[src/rtl/bsr_pkg.sv]
// Package: cell kinds of the boundary-scan segment and the mapping from a
// chain position to its kind and to its slot within that kind's group.
// Assumes the fixed layout: observe cells, then plain outputs, then
// tri-state data/control pairs, counted upward from the serial output.
package bsr_pkg;

    typedef enum logic [1:0] {
        CK_OBSERVE,
        CK_OUTPUT,
        CK_TRI_DATA,
        CK_TRI_CTRL
    } cell_kind_e;

    // Kind of the cell at chain position idx.
    function automatic cell_kind_e kind_of(input int idx, input int n_obs, input int n_out);
        if (idx < n_obs)                      return CK_OBSERVE;
        else if (idx < n_obs + n_out)         return CK_OUTPUT;
        else if (((idx - n_obs - n_out) % 2) == 0) return CK_TRI_DATA;
        else                                  return CK_TRI_CTRL;
    endfunction

    // Index of the pin or core signal that belongs to chain position idx.
    function automatic int slot_of(input int idx, input int n_obs, input int n_out);
        if (idx < n_obs)              return idx;
        else if (idx < n_obs + n_out) return idx - n_obs;
        else                          return (idx - n_obs - n_out) / 2;
    endfunction

endpackage

[src/rtl/bsr_capture_chain.sv]
// Shift stages of the segment. Loads the parallel capture vector on
// capture, otherwise shifts toward position 0 on shift, otherwise holds.
// Assumes LEN >= 2. Capture takes priority over shift.
module bsr_capture_chain #(
    parameter int LEN = 9
) (
    input  logic           clk,
    input  logic           rst_n,
    input  logic           capture_en,
    input  logic           shift_en,
    input  logic           tdi,
    input  logic [LEN-1:0] cap_vec,
    output logic [LEN-1:0] stage,
    output logic           tdo
);

    // Capture, shift or hold the stage vector each test clock.
    always_ff @(posedge clk) begin
        if (!rst_n) begin
            stage <= '0;
        end else if (capture_en) begin
            stage <= cap_vec;
        end else if (shift_en) begin
            stage <= {tdi, stage[LEN-1:1]};
        end
    end

    // Serial output is the cell nearest the segment end.
    assign tdo = stage[0];

endmodule

[src/rtl/bsr_update_bank.sv]
// Update latches for the cells that can drive a pin. Copies the matching
// shift stages when the update strobe is high. Reset gives 0, which is the
// disable value of every control cell.
module bsr_update_bank #(
    parameter int WIDTH = 7
) (
    input  logic             clk,
    input  logic             rst_n,
    input  logic             update_en,
    input  logic [WIDTH-1:0] d,
    output logic [WIDTH-1:0] q
);

    // Take a parallel copy of the shift stages on update.
    always_ff @(posedge clk) begin
        if (!rst_n) begin
            q <= '0;
        end else if (update_en) begin
            q <= d;
        end
    end

endmodule

[src/rtl/bsr_pin_select.sv]
// Pin-side multiplexer. In test mode the pins come from the update latches,
// otherwise from the core. Latch layout: plain outputs in the low N_OUT
// bits, then a data/control pair for each tri-state pin.
module bsr_pin_select #(
    parameter int N_OUT = 3,
    parameter int N_TRI = 2,
    localparam int WIDTH = N_OUT + 2 * N_TRI
) (
    input  logic             test_mode,
    input  logic [WIDTH-1:0] hold,
    input  logic [N_OUT-1:0] core_out,
    input  logic [N_TRI-1:0] core_tri_d,
    input  logic [N_TRI-1:0] core_tri_oe,
    output logic [N_OUT-1:0] pin_out,
    output logic [N_TRI-1:0] pin_tri_d,
    output logic [N_TRI-1:0] pin_tri_oe
);

    for (genvar j = 0; j < N_OUT; j++) begin : g_out
        // Plain output: the latch or the core drives the pad.
        assign pin_out[j] = test_mode ? hold[j] : core_out[j];
    end

    for (genvar k = 0; k < N_TRI; k++) begin : g_tri
        // Tri-state pin: the data latch and its own control latch.
        assign pin_tri_d[k]  = test_mode ? hold[N_OUT + 2*k]     : core_tri_d[k];
        assign pin_tri_oe[k] = test_mode ? hold[N_OUT + 2*k + 1] : core_tri_oe[k];
    end

endmodule

[src/rtl/bsr_segment.sv]
// Top of the boundary-scan register segment. Builds the capture vector from
// the cell layout in bsr_pkg, then connects the shift chain, the update bank
// (no latch for observe-only cells) and the pin multiplexer.
// Assumes N_OBS, N_OUT and N_TRI are each at least 1.
module bsr_segment #(
    parameter int N_OBS = 2,
    parameter int N_OUT = 3,
    parameter int N_TRI = 2
) (
    input  logic             clk,
    input  logic             rst_n,
    input  logic             test_mode,
    input  logic             capture_en,
    input  logic             shift_en,
    input  logic             update_en,
    input  logic             tdi,
    output logic             tdo,
    input  logic [N_OBS-1:0] pin_in,
    input  logic [N_OUT-1:0] core_out,
    input  logic [N_TRI-1:0] core_tri_d,
    input  logic [N_TRI-1:0] core_tri_oe,
    output logic [N_OUT-1:0] pin_out,
    output logic [N_TRI-1:0] pin_tri_d,
    output logic [N_TRI-1:0] pin_tri_oe
);

    import bsr_pkg::*;

    localparam int LEN = N_OBS + N_OUT + 2 * N_TRI;
    localparam int UPD = LEN - N_OBS;

    logic [LEN-1:0] cap_vec;
    logic [LEN-1:0] stage;
    logic [UPD-1:0] hold;

    for (genvar i = 0; i < LEN; i++) begin : g_cap
        localparam cell_kind_e KIND = kind_of(i, N_OBS, N_OUT);
        localparam int         SLOT = slot_of(i, N_OBS, N_OUT);
        // Select the capture source of cell i by its kind.
        if (KIND == CK_OBSERVE) begin : g_obs
            assign cap_vec[i] = pin_in[SLOT];
        end else if (KIND == CK_OUTPUT) begin : g_o2
            assign cap_vec[i] = core_out[SLOT];
        end else if (KIND == CK_TRI_DATA) begin : g_o3
            assign cap_vec[i] = core_tri_d[SLOT];
        end else begin : g_ctl
            assign cap_vec[i] = core_tri_oe[SLOT];
        end
    end

    bsr_capture_chain #(.LEN(LEN)) chain_i (
        .clk        (clk),
        .rst_n      (rst_n),
        .capture_en (capture_en),
        .shift_en   (shift_en),
        .tdi        (tdi),
        .cap_vec    (cap_vec),
        .stage      (stage),
        .tdo        (tdo)
    );

    bsr_update_bank #(.WIDTH(UPD)) bank_i (
        .clk       (clk),
        .rst_n     (rst_n),
        .update_en (update_en),
        .d         (stage[LEN-1:N_OBS]),
        .q         (hold)
    );

    bsr_pin_select #(.N_OUT(N_OUT), .N_TRI(N_TRI)) mux_i (
        .test_mode   (test_mode),
        .hold        (hold),
        .core_out    (core_out),
        .core_tri_d  (core_tri_d),
        .core_tri_oe (core_tri_oe),
        .pin_out     (pin_out),
        .pin_tri_d   (pin_tri_d),
        .pin_tri_oe  (pin_tri_oe)
    );

endmodule

[config.mk]
export PLATFORM = sky130hd
export DESIGN_NAME = bsr_segment
export DESIGN_NICKNAME = d
export VERILOG_FILES = /design/src/rtl/bsr_pkg.sv /design/src/rtl/bsr_capture_chain.sv /design/src/rtl/bsr_update_bank.sv /design/src/rtl/bsr_pin_select.sv /design/src/rtl/bsr_segment.sv
export SDC_FILE = /design/constraint.sdc
export NUM_CORES = 1
export LEC_CHECK = 0
export BUFFER_PORTS_ARGS = -buffer_cell sky130_fd_sc_hd__buf_2
export CORE_MARGIN = 4
export CORE_UTILIZATION = 45
export DETAILED_ROUTE_END_ITERATION = 10
export PLACE_DENSITY = 0.77
export SLEW_MARGIN = 0
export SYNTH_ARGS = -nofsm -noshare
export SYNTH_HDL_FRONTEND = slang
export SYNTH_SLANG_ARGS = --single-unit
[constraint.sdc]
create_clock -name clk -period 1 [get_ports clk]
set_input_delay 0.05 -clock clk [delete_from_list [all_inputs] [get_ports clk]]
set_output_delay 0.05 -clock clk [all_outputs]
set_load 0.05 [all_outputs]
==> impl_metrics.csv, run 1 <==
group,metric,value,unit
clock_network,ctsRootBufferMaster,"clkbuf_4",
sta,relSlewSlack,79.3,%
synthesis,synth-xor-area-share,0,%
synthesis,yosysUniqueCellTypes,10,
routing,ant_nets,0,
clock_network,worst_skew_pair.late_latency,0.28,ns
global_route,antenna_found_initial,0,
synthesis,ys_warn_count,0,
sta,min_period,1.07,ns
synthesis,synth_top_family_by_area,"multiplexers",
layout,fill_cells,143,
floorplanning,std_cell_rows,15,
status,violations,"setup timing",
sta,setup_ws,-0.0715,ns
flow_run,drv_cap,0,
clock_network,clk_pin_slew,0.09,ns
floorplanning,floorplan.initialDensity,47.8,%
sta,finalMaxSlewViolations,0,
layout,drive_gt1_share,55.6,%
placed_design,portBuffers,23,
floorplanning,pin_count,24,
clock_network,htreeDepth,1,
worst_hold_path,holdCritPathClass,"input port to flip-flop",
placed_design,gp_congestion,0.660,
worst_setup_path,required,0.95,ns
routing,viasPerCell,5.10,
global_route,grt_max_degree,19,
synthesis,synth-compound-area-share,10.9,%
routing,drc,0,
worst_setup_path,path_class,"flip-flop to primary output",
worst_setup_path,cp_max_fo,2,
worst_setup_path,ff2ff_setup_slack,0.09,ns
layout,regArea,330,um2
sta,hold_viol,0,
clock_network,cts-buffers-inserted,3,
status,status,"finished, violations left",
pwr,power.total,0.00142,W
floorplanning,die_w,50.8,um
layout,syn_to_final_growth,29.7,%
sta,timing.final.crit_share,107,%
placed_design,place_ws,0.0283,ns
routing,wl_per_cell,14.1,um
global_route,first_global_vias,629,
worst_setup_path,arrival,1.02,ns
placed_design,place_inst,112,
layout,diodes,0,
routing,dr_total_vias,586,
floorplanning,die_area,0.00258,mm2
global_route,gr-total-overflow,0,
clock_network,hold_buffers,0,
placed_design,placed_area,942,um2
synthesis,synthMuxAreaShare,34.4,%
worst_setup_path,endpoint_kind,"primary output",
synthesis,synth_cells,69,
sta,setup_violations,7,
synthesis,syn-cell-area,825,um2
floorplanning,core_area,0.00173,mm2
pwr,power.density,1330,mW/mm2
sta,worst-slew-pin-transition,0.311,ns
synthesis,yosys.area_share.adder,0,%
synthesis,synth_seq_area_share,38.8,%
synthesis,syn_nets,85,
global_route,grt_use_total,14.1,%
sta,holdWs,0.0907,ns
routing,wl,1.62,mm
clock_network,cts.path.max_buffers,2,
sta,skew,0.00129,ns
floorplanning,fp.dieH,50.8,um
synthesis,synth_area_per_cell,11.9,um2
routing,drt_pre_antenna_iters,2,
clock_network,cts_setup_buffers,0,
layout,final_cells,115,
layout,nets,108,
sta,fmax,933,MHz
worst_setup_path,start_kind,"flip-flop",
global_route,grt_pass1_wl,2.77,mm
synthesis,synth-seq-cells,16,
clock_network,cts_tree,"done",
sta,rsz0062_at_grt,"yes",
synthesis,synth_simple_gate_area_share,12.1,%
pwr,leakage,0.565,nW
routing,drtIter0Drc,1,
clock_network,clkSinkCount,16,
layout,multiInputGateArea,500,um2
layout,stdcell_area,0.00107,mm2
pwr,peakVddDrop,942,uV
[per-stage QoR]
stage,utilization [%],setup TNS (ns)
after floorplan,-,0
after global placement,54.6,0
after detailed placement,54.6,0
after CTS,61.9,-0.505
after global routing,62.0,-0.724
final,62.0,-0.472
[per-layer routing]
| metal | wire length [um] | global-route usage (%) | vias to the layer above |
|---|---|---|---|
| met4 | 21 | 5.38 | 0 |
| met2 | 736 | 22.2 | 15 |
| met1 | 778 | 18.3 | 278 |
| met3 | 80 | 3.86 | 4 |
| li1 | - | - | 289 |
| met5 | 0 | 0 | - |
[logic make-up (layout without fill, tap and decap cells)]
| logic type | after synthesis | count (layout) |
|---|---|---|
| and+or+nand+nor | 16 | 16 |
| muxes | 23 | 23 |
| AOI/OAI and AO/OA | 9 | 9 |
| DFF | 16 | 16 |
| buffers and inverters | 5 | 26 |
[layout by cell type, fill, tap and decap left out]
master    instances
mux2_4           16
buf_2            16
nand2b_1          9
o211a_1           9
dfxtp_2           8
dfxtp_1           8
mux2i_1           7
nor2b_1           7
buf_8             7
clkbuf_4          3
[path summary, 6_finish.rpt]
kind                      endpoint  cells past startpoint              from
setup / recovery        pin_out[2]                      2       bank_i.q[2]
hold reg to reg        bank_i.q[4]                      2       bank_i.q[4]
hold / removal    chain_i.stage[0]                      3         pin_in[0]
setup reg to reg  chain_i.stage[4]                      2  chain_i.stage[4]
[final cells by class]
cell class | instances | share of cell area (%)
Timing Repair Buffer | 23 | 17.3
Clock buffer | 3 | 2.11
Tap cell | 25 | 2.92
Sequential cell | 16 | 30.9
Multi-Input combinational cell | 48 | 46.8
[synth_stat cells]
master	n	area share (%)
dfxtp_1	16	39
mux2_4	9	16
nand2b_1	9	6.8
o211a_1	9	11
mux2_2	7	9.6
mux2i_1	7	8.5
nor2b_1	7	5.3
buf_2	3	1.8
buf_6	1	1.4
clkbuf_1	1	0.45
[registers in the layout, indices dropped and copies added (netlist names)]
signal / count
chain_i.stage: 9
bank_i.q: 7
[where the power goes]
group          internal (W)  leakage, nW  switching (W)
combinational      0.000204        0.416       0.000188
clock              0.000140       0.0138       0.000186
sequential         0.000680        0.135      0.0000263
[worst max-delay path, cell delays in order (launching register included)]
cell and delay (ns):
dfxtp_2 0.33, mux2_4 0.26, buf_8 0.15
[repair_timing]
item	4_1_cts	5_1_grt
setup endpoints to repair	7	7
resized for setup	34	1
endpoints found under the hold margin	0	0
No activity file was read; power rests on OpenSTA's default activity.
==> inputs of run 2 (changes only) <==
--- a/config.mk
+++ b/config.mk
@@ -10,6 +10,7 @@
 export CORE_UTILIZATION = 45
 export DETAILED_ROUTE_END_ITERATION = 10
 export PLACE_DENSITY = 0.77
+export REMOVE_ABC_BUFFERS = 1
 export SLEW_MARGIN = 0
 export SYNTH_ARGS = -nofsm -noshare
 export SYNTH_HDL_FRONTEND = slang
==> run 2 against run 1 <==
The flow still finishes with violations (setup timing). Critical path depth unchanged. Maximum frequency shrank 0.33%. Cell area rose by 1.9%. Critical path type unchanged. Global-route usage increased by 0.20 points. Count of clock-buffer cells in the layout rose by 1. Hold slack worse by 0.0087 ns. Largest power group unchanged. Clock skew rose by 0.0031 ns.
==> impl_metrics.csv, run 2 (synthesis results as in run 1) <==
group,metric,value,unit
pwr,power.density,1390,mW/mm2
floorplanning,std_cell_rows,15,
layout,stdcell_area,0.00109,mm2
layout,drive_gt1_share,55.4,%
status,violations,"setup timing",
floorplanning,floorplan.initialDensity,47.8,%
worst_setup_path,endpoint,"pin_tri_oe[0]",
sta,hold_viol,0,
sta,rsz0062_at_grt,"yes",
routing,drtIter0Drc,4,
global_route,antenna_found_initial,0,
floorplanning,fp.dieH,50.8,um
layout,multiInputGateArea,500,um2
worst_setup_path,crit_path_start,"bank_i.q[4]",
clock_network,cts.path.max_buffers,2,
worst_setup_path,ff2ff_setup_slack,0.10,ns
worst_setup_path,reg2reg_to,"chain_i.stage[2]",
sta,skew,0.00440,ns
layout,layout_common_cells,"16 x mux2_4, 16 x buf_2, 9 x nand2b_1, 9 x o211a_1, 9 x dfxtp_1",
floorplanning,pin_count,24,
clock_network,ctsRootBufferMaster,"clkbuf_4",
floorplanning,die_w,50.8,um
worst_hold_path,holdCritPathClass,"input port to flip-flop",
routing,ant_nets,0,
clock_network,cts-buffers-inserted,3,
placed_design,portBuffers,23,
routing,viasPerCell,4.96,
floorplanning,die_area,0.00258,mm2
sta,timing.final.crit_share,108,%
worst_setup_path,path_class,"flip-flop to primary output",
layout,reg_top3,"chain_i.stage x9, bank_i.q x7",
global_route,gr-total-overflow,0,
placed_design,dp_hpwl,1.09,mm
worst_setup_path,slowest_delay,0.33,ns
layout,syn_to_final_growth,32.2,%
sta,fmax,930,MHz
worst_setup_path,required,0.95,ns
worst_setup_path,endpoint_kind,"primary output",
clock_network,htreeDepth,1,
worst_setup_path,slowest_stage,"dfxtp_2",
sta,worst-slew-pin-transition,0.311,ns
floorplanning,core_area,0.00173,mm2
placed_design,placed_area,941,um2
pwr,peakVddDrop,598,uV
placed_design,gp_congestion,0.691,
worst_setup_path,path_buf_inv,1,
layout,nets,109,
worst_setup_path,rr_startpoint,"chain_i.stage[2]",
global_route,first_global_vias,572,
global_route,grt_pass1_wl,2.73,mm
global_route,grt_max_degree,19,
layout,regMostFlops,"chain_i.stage",
routing,dr_total_vias,580,
routing,wl,1.58,mm
layout,fill_cells,140,
flow_run,drv_cap,0,
routing,drt_pre_antenna_iters,2,
clock_network,clkSinkCount,16,
worst_setup_path,reg2reg_depth,2,
worst_setup_path,crit_path_cell_trace,"mux2_4 -> buf_8",
layout,regArea,329,um2
clock_network,worst_skew_pair.late_latency,0.28,ns
worst_setup_path,arrival,1.03,ns
routing,drc,0,
clock_network,cts_tree,"done",
global_route,grt_use_total,14.3,%
sta,setup_ws,-0.0750,ns
routing,wl_per_cell,13.5,um
worst_setup_path,start_kind,"flip-flop",
worst_setup_path,path_depth,2,
layout,diodes,0,
clock_network,clk_pin_slew,0.10,ns
layout,largest_reg_flops,9,
sta,finalMaxSlewViolations,0,
sta,relSlewSlack,79.2,%
worst_setup_path,cp_top_family,"flip-flops",
worst_setup_path,cp_max_fo,2,
sta,setup_violations,7,
layout,final_core_util,63.1,%
sta,min_period,1.08,ns
pwr,leakage,0.578,nW
status,status,"finished, violations left",
## run 2: changes by cell type in the layout (fill, tap and decap cells not counted)
cell	delta
buf_4	+1
clkbuf_8	+1
dfxtp_1	+1
dfxtp_2	-1
## run 2: worst min-delay path: cells and delay by family
kind / cells / cell delay [ns]
buffers and inverters: 1 / 0.07
AND/OR/NAND/NOR: 1 / 0.09
AO/OA/AOI/OAI: 1 / 0.13
## run 2: cell type report
class                      count  area share [%]
tap                           25            2.87
sequential                    16            30.2
timing repair buffer          24            17.7
multi-input combinational     48            45.9
clock buffer                   4            3.33
## run 2: repair_timing
item	4_1_cts	5_1_grt
gates resized for setup	35	0
endpoints found under the setup margin	7	7
hold buffers	0	0
setup buffers	1	0
## run 2: worst min path at each step
| stage | endpoint | slack (ns) | cells after the start | from |
|---|---|---|---|---|
| global route | chain_i.stage[1] | 0.1 | 3 | pin_in[1] |
| detailed placement | chain_i.stage[0] | 0.37 | 3 | pin_in[0] |
| CTS | chain_i.stage[0] | 0.08 | 3 | pin_in[0] |
| finish | chain_i.stage[0] | 0.08 | 3 | pin_in[0] |
| global placement | chain_i.stage[0] | 0.37 | 3 | pin_in[0] |
| floorplan | bank_i.q[0] | 0.18 | 1 | rst_n |
## run 2: layer usage
| layer | track usage (%) | share of wire (%) | vias up |
|---|---|---|---|
| met5 | 0 | 0 | - |
| met3 | 3.26 | 3.0 | 2 |
| met2 | 23.5 | 48 | 13 |
| li1 | - | - | 288 |
| met1 | 17.1 | 48 | 277 |
| met4 | 8.07 | 1.4 | 0 |
## run 2: power by group
part	switching, W	leakage, nW	internal, W
clock	0.000199	0.0210	0.000221
sequential	0.0000250	0.135	0.000679
combinational	0.000187	0.421	0.000206
total	0.000411	0.578	0.00111
## run 2: through the flow
step | hold WS, ns | power [W] | cells | TNS, ns | setup slack, ns
final | 0.0819 | 0.00152 | 117 | -0.501 | -0.0750
after global routing | 0.0968 | 0.00159 | 117 | -0.774 | -0.119
after CTS | 0.0781 | 0.00153 | 117 | -0.561 | -0.0839
after detailed placement | 0.374 | 0.00104 | 112 | 0 | 0.0317
after global placement | 0.366 | 0.00103 | 112 | 0 | 0.0531
after floorplan | 0.178 | 0.000936 | 64 | -0.0869 | -0.0869
==> inputs of run 3 (changes only) <==
--- a/config.mk
+++ b/config.mk
@@ -5,11 +5,12 @@
 export SDC_FILE = /design/constraint.sdc
 export NUM_CORES = 1
 export LEC_CHECK = 0
+export ABC_AREA = 1
 export BUFFER_PORTS_ARGS = -buffer_cell sky130_fd_sc_hd__buf_2
 export CORE_MARGIN = 4
 export CORE_UTILIZATION = 45
 export DETAILED_ROUTE_END_ITERATION = 10
-export PLACE_DENSITY = 0.77
+export PLACE_DENSITY = 0.78
 export REMOVE_ABC_BUFFERS = 1
 export SLEW_MARGIN = 0
 export SYNTH_ARGS = -nofsm -noshare
==> constraint.sdc (replaced) <==
create_clock -name clk -period 1.4 [get_ports clk]
set_input_delay 0.07 -clock clk [delete_from_list [all_inputs] [get_ports clk]]
set_output_delay 0.07 -clock clk [all_outputs]
set_load 0.05 [all_outputs]
==> run 3 against run 2 <==
The flow now finishes without violations. Sequential share of layout area is 5.6 points higher. Sequential power is 28% lower. Hold slack worse by 0.052 ns. Power is 37% lower. Worst setup slack better by 0.37 ns. Critical path depth is 1 higher. Via count is 32% higher. Cell area is 18% lower. First-iteration DRC count grew to 4.3 times the previous value. Highest routed layer unchanged.
==> impl_metrics.csv, run 3 <==
group,metric,value,unit
pwr,clkPwrFrac,24.8,%
synthesis,synth_largest_area_cell,"dfxtp_1",
worst_setup_path,endpoint_kind,"primary output",
pwr,combPwrFrac,22.6,%
pwr,p_sw,0.000307,W
layout,layout_common_cells,"29 x nand2_1, 23 x buf_2, 17 x inv_1",
global_route,gr-total-overflow,0,
clock_network,cts_resized,0,
clock_network,worst_skew_pair.late_latency,0.28,ns
layout,syn_to_final_growth,15.7,%
layout,final_cells,152,
synthesis,yosysTopAreaCellShare,41.4,%
synthesis,synth-seq-cells,16,
pwr,p_seq_share,52.6,%
clock_network,cts-buffers-inserted,3,
sta,min_period,1.10,ns
synthesis,ys_warn_count,0,
sta,timing.final.crit_share,78.6,%
synthesis,yosys.area_share.adder,0,%
placed_design,portBuffers,23,
worst_hold_path,holdCritPathClass,"input port to flip-flop",
clock_network,cts_tree,"done",
synthesis,synth_cells,114,
routing,wl,1.68,mm
sta,relSlewSlack,76.1,%
synthesis,synth_simple_gate_area_share,25.9,%
synthesis,synthMuxAreaShare,0,%
worst_setup_path,arrival,1.03,ns
synthesis,syn-cell-area,773,um2
placed_design,place_inst,149,
sta,setup_violations,0,
pwr,internal_power,0.000652,W
clock_network,ctsRootBufferMaster,"clkbuf_4",
routing,drt_pre_antenna_iters,4,
global_route,grt_pass1_wl,2.80,mm
synthesis,synth-compound-area-share,18.8,%
global_route,first_global_vias,659,
clock_network,hold_buffers,0,
worst_setup_path,start_kind,"flip-flop",
sta,skew,0.00103,ns
clock_network,cts_setup_buffers,0,
pwr,sw_frac_of_total,32.0,%
synthesis,synth_area_per_cell,6.78,um2
global_route,grt_max_degree,19,
layout,reg_top3,"chain_i.stage x9, bank_i.q x7",
floorplanning,pin_count,24,
routing,dr_total_vias,764,
sta,fmax,908,MHz
clock_network,cts.path.max_buffers,2,
layout,drive_gt1_share,21.3,%
pwr,peakVddDrop,811,uV
clock_network,clkSinkCount,16,
pwr,power.density,1070,mW/mm2
routing,wl_per_cell,11.0,um
worst_setup_path,cp_max_fo,2,
synthesis,yosysUniqueCellTypes,13,
synthesis,synthFlopType,"dfxtp_1",
status,status,"completed",
worst_setup_path,path_class,"flip-flop to primary output",
synthesis,synth-xor-area-share,0,%
layout,diodes,0,
layout,fill_cells,165,
layout,largest_reg_flops,9,
floorplanning,die_area,0.00245,mm2
routing,drc,0,
pwr,leakage,0.466,nW
synthesis,synth_common_cells,"29 x nand2_1, 17 x inv_1, 16 x dfxtp_1",
clock_network,htreeDepth,1,
clock_network,clk_pin_slew,0.09,ns
layout,nets,154,
floorplanning,fp.dieH,49.5,um
sta,rsz0062_at_grt,"no",
worst_setup_path,required,1.33,ns
synthesis,synth-edff-count,0,
floorplanning,std_cell_rows,14,
flow_run,drv_cap,0,
synthesis,yosysMostFrequentCell,"nand2_1",
floorplanning,core_area,0.00156,mm2
placed_design,gp_congestion,0.734,
layout,final_common_cell,"nand2_1",
layout,regMostFlops,"chain_i.stage",
sta,hold_viol,0,
synthesis,synthArstFlopShare,0,%
sta,tns,0,ns
floorplanning,floorplan.initialDensity,49.6,%
placed_design,dp_hpwl,1.25,mm
synthesis,synth_seq_area_share,41.4,%
floorplanning,die_w,49.5,um
routing,ant_nets,0,
sta,worst-slew-pin-transition,0.358,ns
routing,viasPerCell,5.03,
synthesis,yosys-top-cells-area,"dfxtp_1 41%, nand2_1 14%, a21oi_1 9.7%, o21ai_0 9.1%, inv_1 8.3%",
global_route,antenna_found_initial,0,
routing,drtIter0Drc,17,
global_route,grt_use_total,14.5,%
sta,finalMaxSlewViolations,0,
synthesis,synth_top_family_by_area,"simple AND/OR/NAND/NOR gates",
==> run 3: power groups by stage <==
stage / clock (W) / sequential [W] / combinational (W)
detailed placement: 0 / 0.000516 / 0.000218
global route: 0.000273 / 0.000509 / 0.000241
floorplan: 0 / 0.000517 / 0.000138
CTS: 0.000247 / 0.000505 / 0.000219
finish: 0.000237 / 0.000505 / 0.000217
global placement: 0 / 0.000514 / 0.000213
==> run 3: worst max-delay path: stages, from the launching register on <==
cell,delay [ns]
dfxtp_1,0.34
nand2_1,0.05
o21ai_0,0.07
buf_2,0.29
==> run 3: cell families (layout without fill, tap and decap cells) <==
group	count (synthesis)	count (layout)
buffers and inverters	23	45
AO/OA/AOI/OAI	29	29
flip-flops	16	16
AND/OR/NAND/NOR	46	46
==> run 3: worst paths after layout <==
path                     from               end  slack [ns]  cells past startpoint
max reg2reg  chain_i.stage[5]  chain_i.stage[4]        0.71                      2
min reg2reg  chain_i.stage[1]  chain_i.stage[1]        0.48                      2
min                       tdi  chain_i.stage[8]        0.03                      3
max               bank_i.q[0]        pin_out[0]        0.30                      3
==> run 3: per-stage QoR <==
step	cell area (um2)	power (W)	hold slack [ns]	utilization [%]	setup slack (ns)
4_1_cts	895	0.000971	0.0280	57.4	0.287
6_report	895	0.000960	0.0297	57.4	0.299
2_1_floorplan	737	0.000655	0.159	-	0.143
3_5_place_dp	872	0.000734	0.332	55.9	0.546
3_3_place_gp	872	0.000727	0.300	55.9	0.587
5_1_grt	895	0.00102	0.0498	57.4	0.187
==> run 3: final cells by class <==
class	count	area, um2	share of cell area (%)
inverter	19	71.3	7.97
sequential	16	320	35.8
timing repair buffer	23	115	12.9
clock buffer	3	22.5	2.52
multi-input combinational	75	345	38.6
tap	16	20.0	2.24
==> run 3: layer usage <==
layer,global-route usage (%),wire length [um],vias up
li1,-,-,405
met1,18.0,719,329
met2,23.7,794,28
met3,6.02,161,2
met4,2.76,4,0
met5,0,0,-
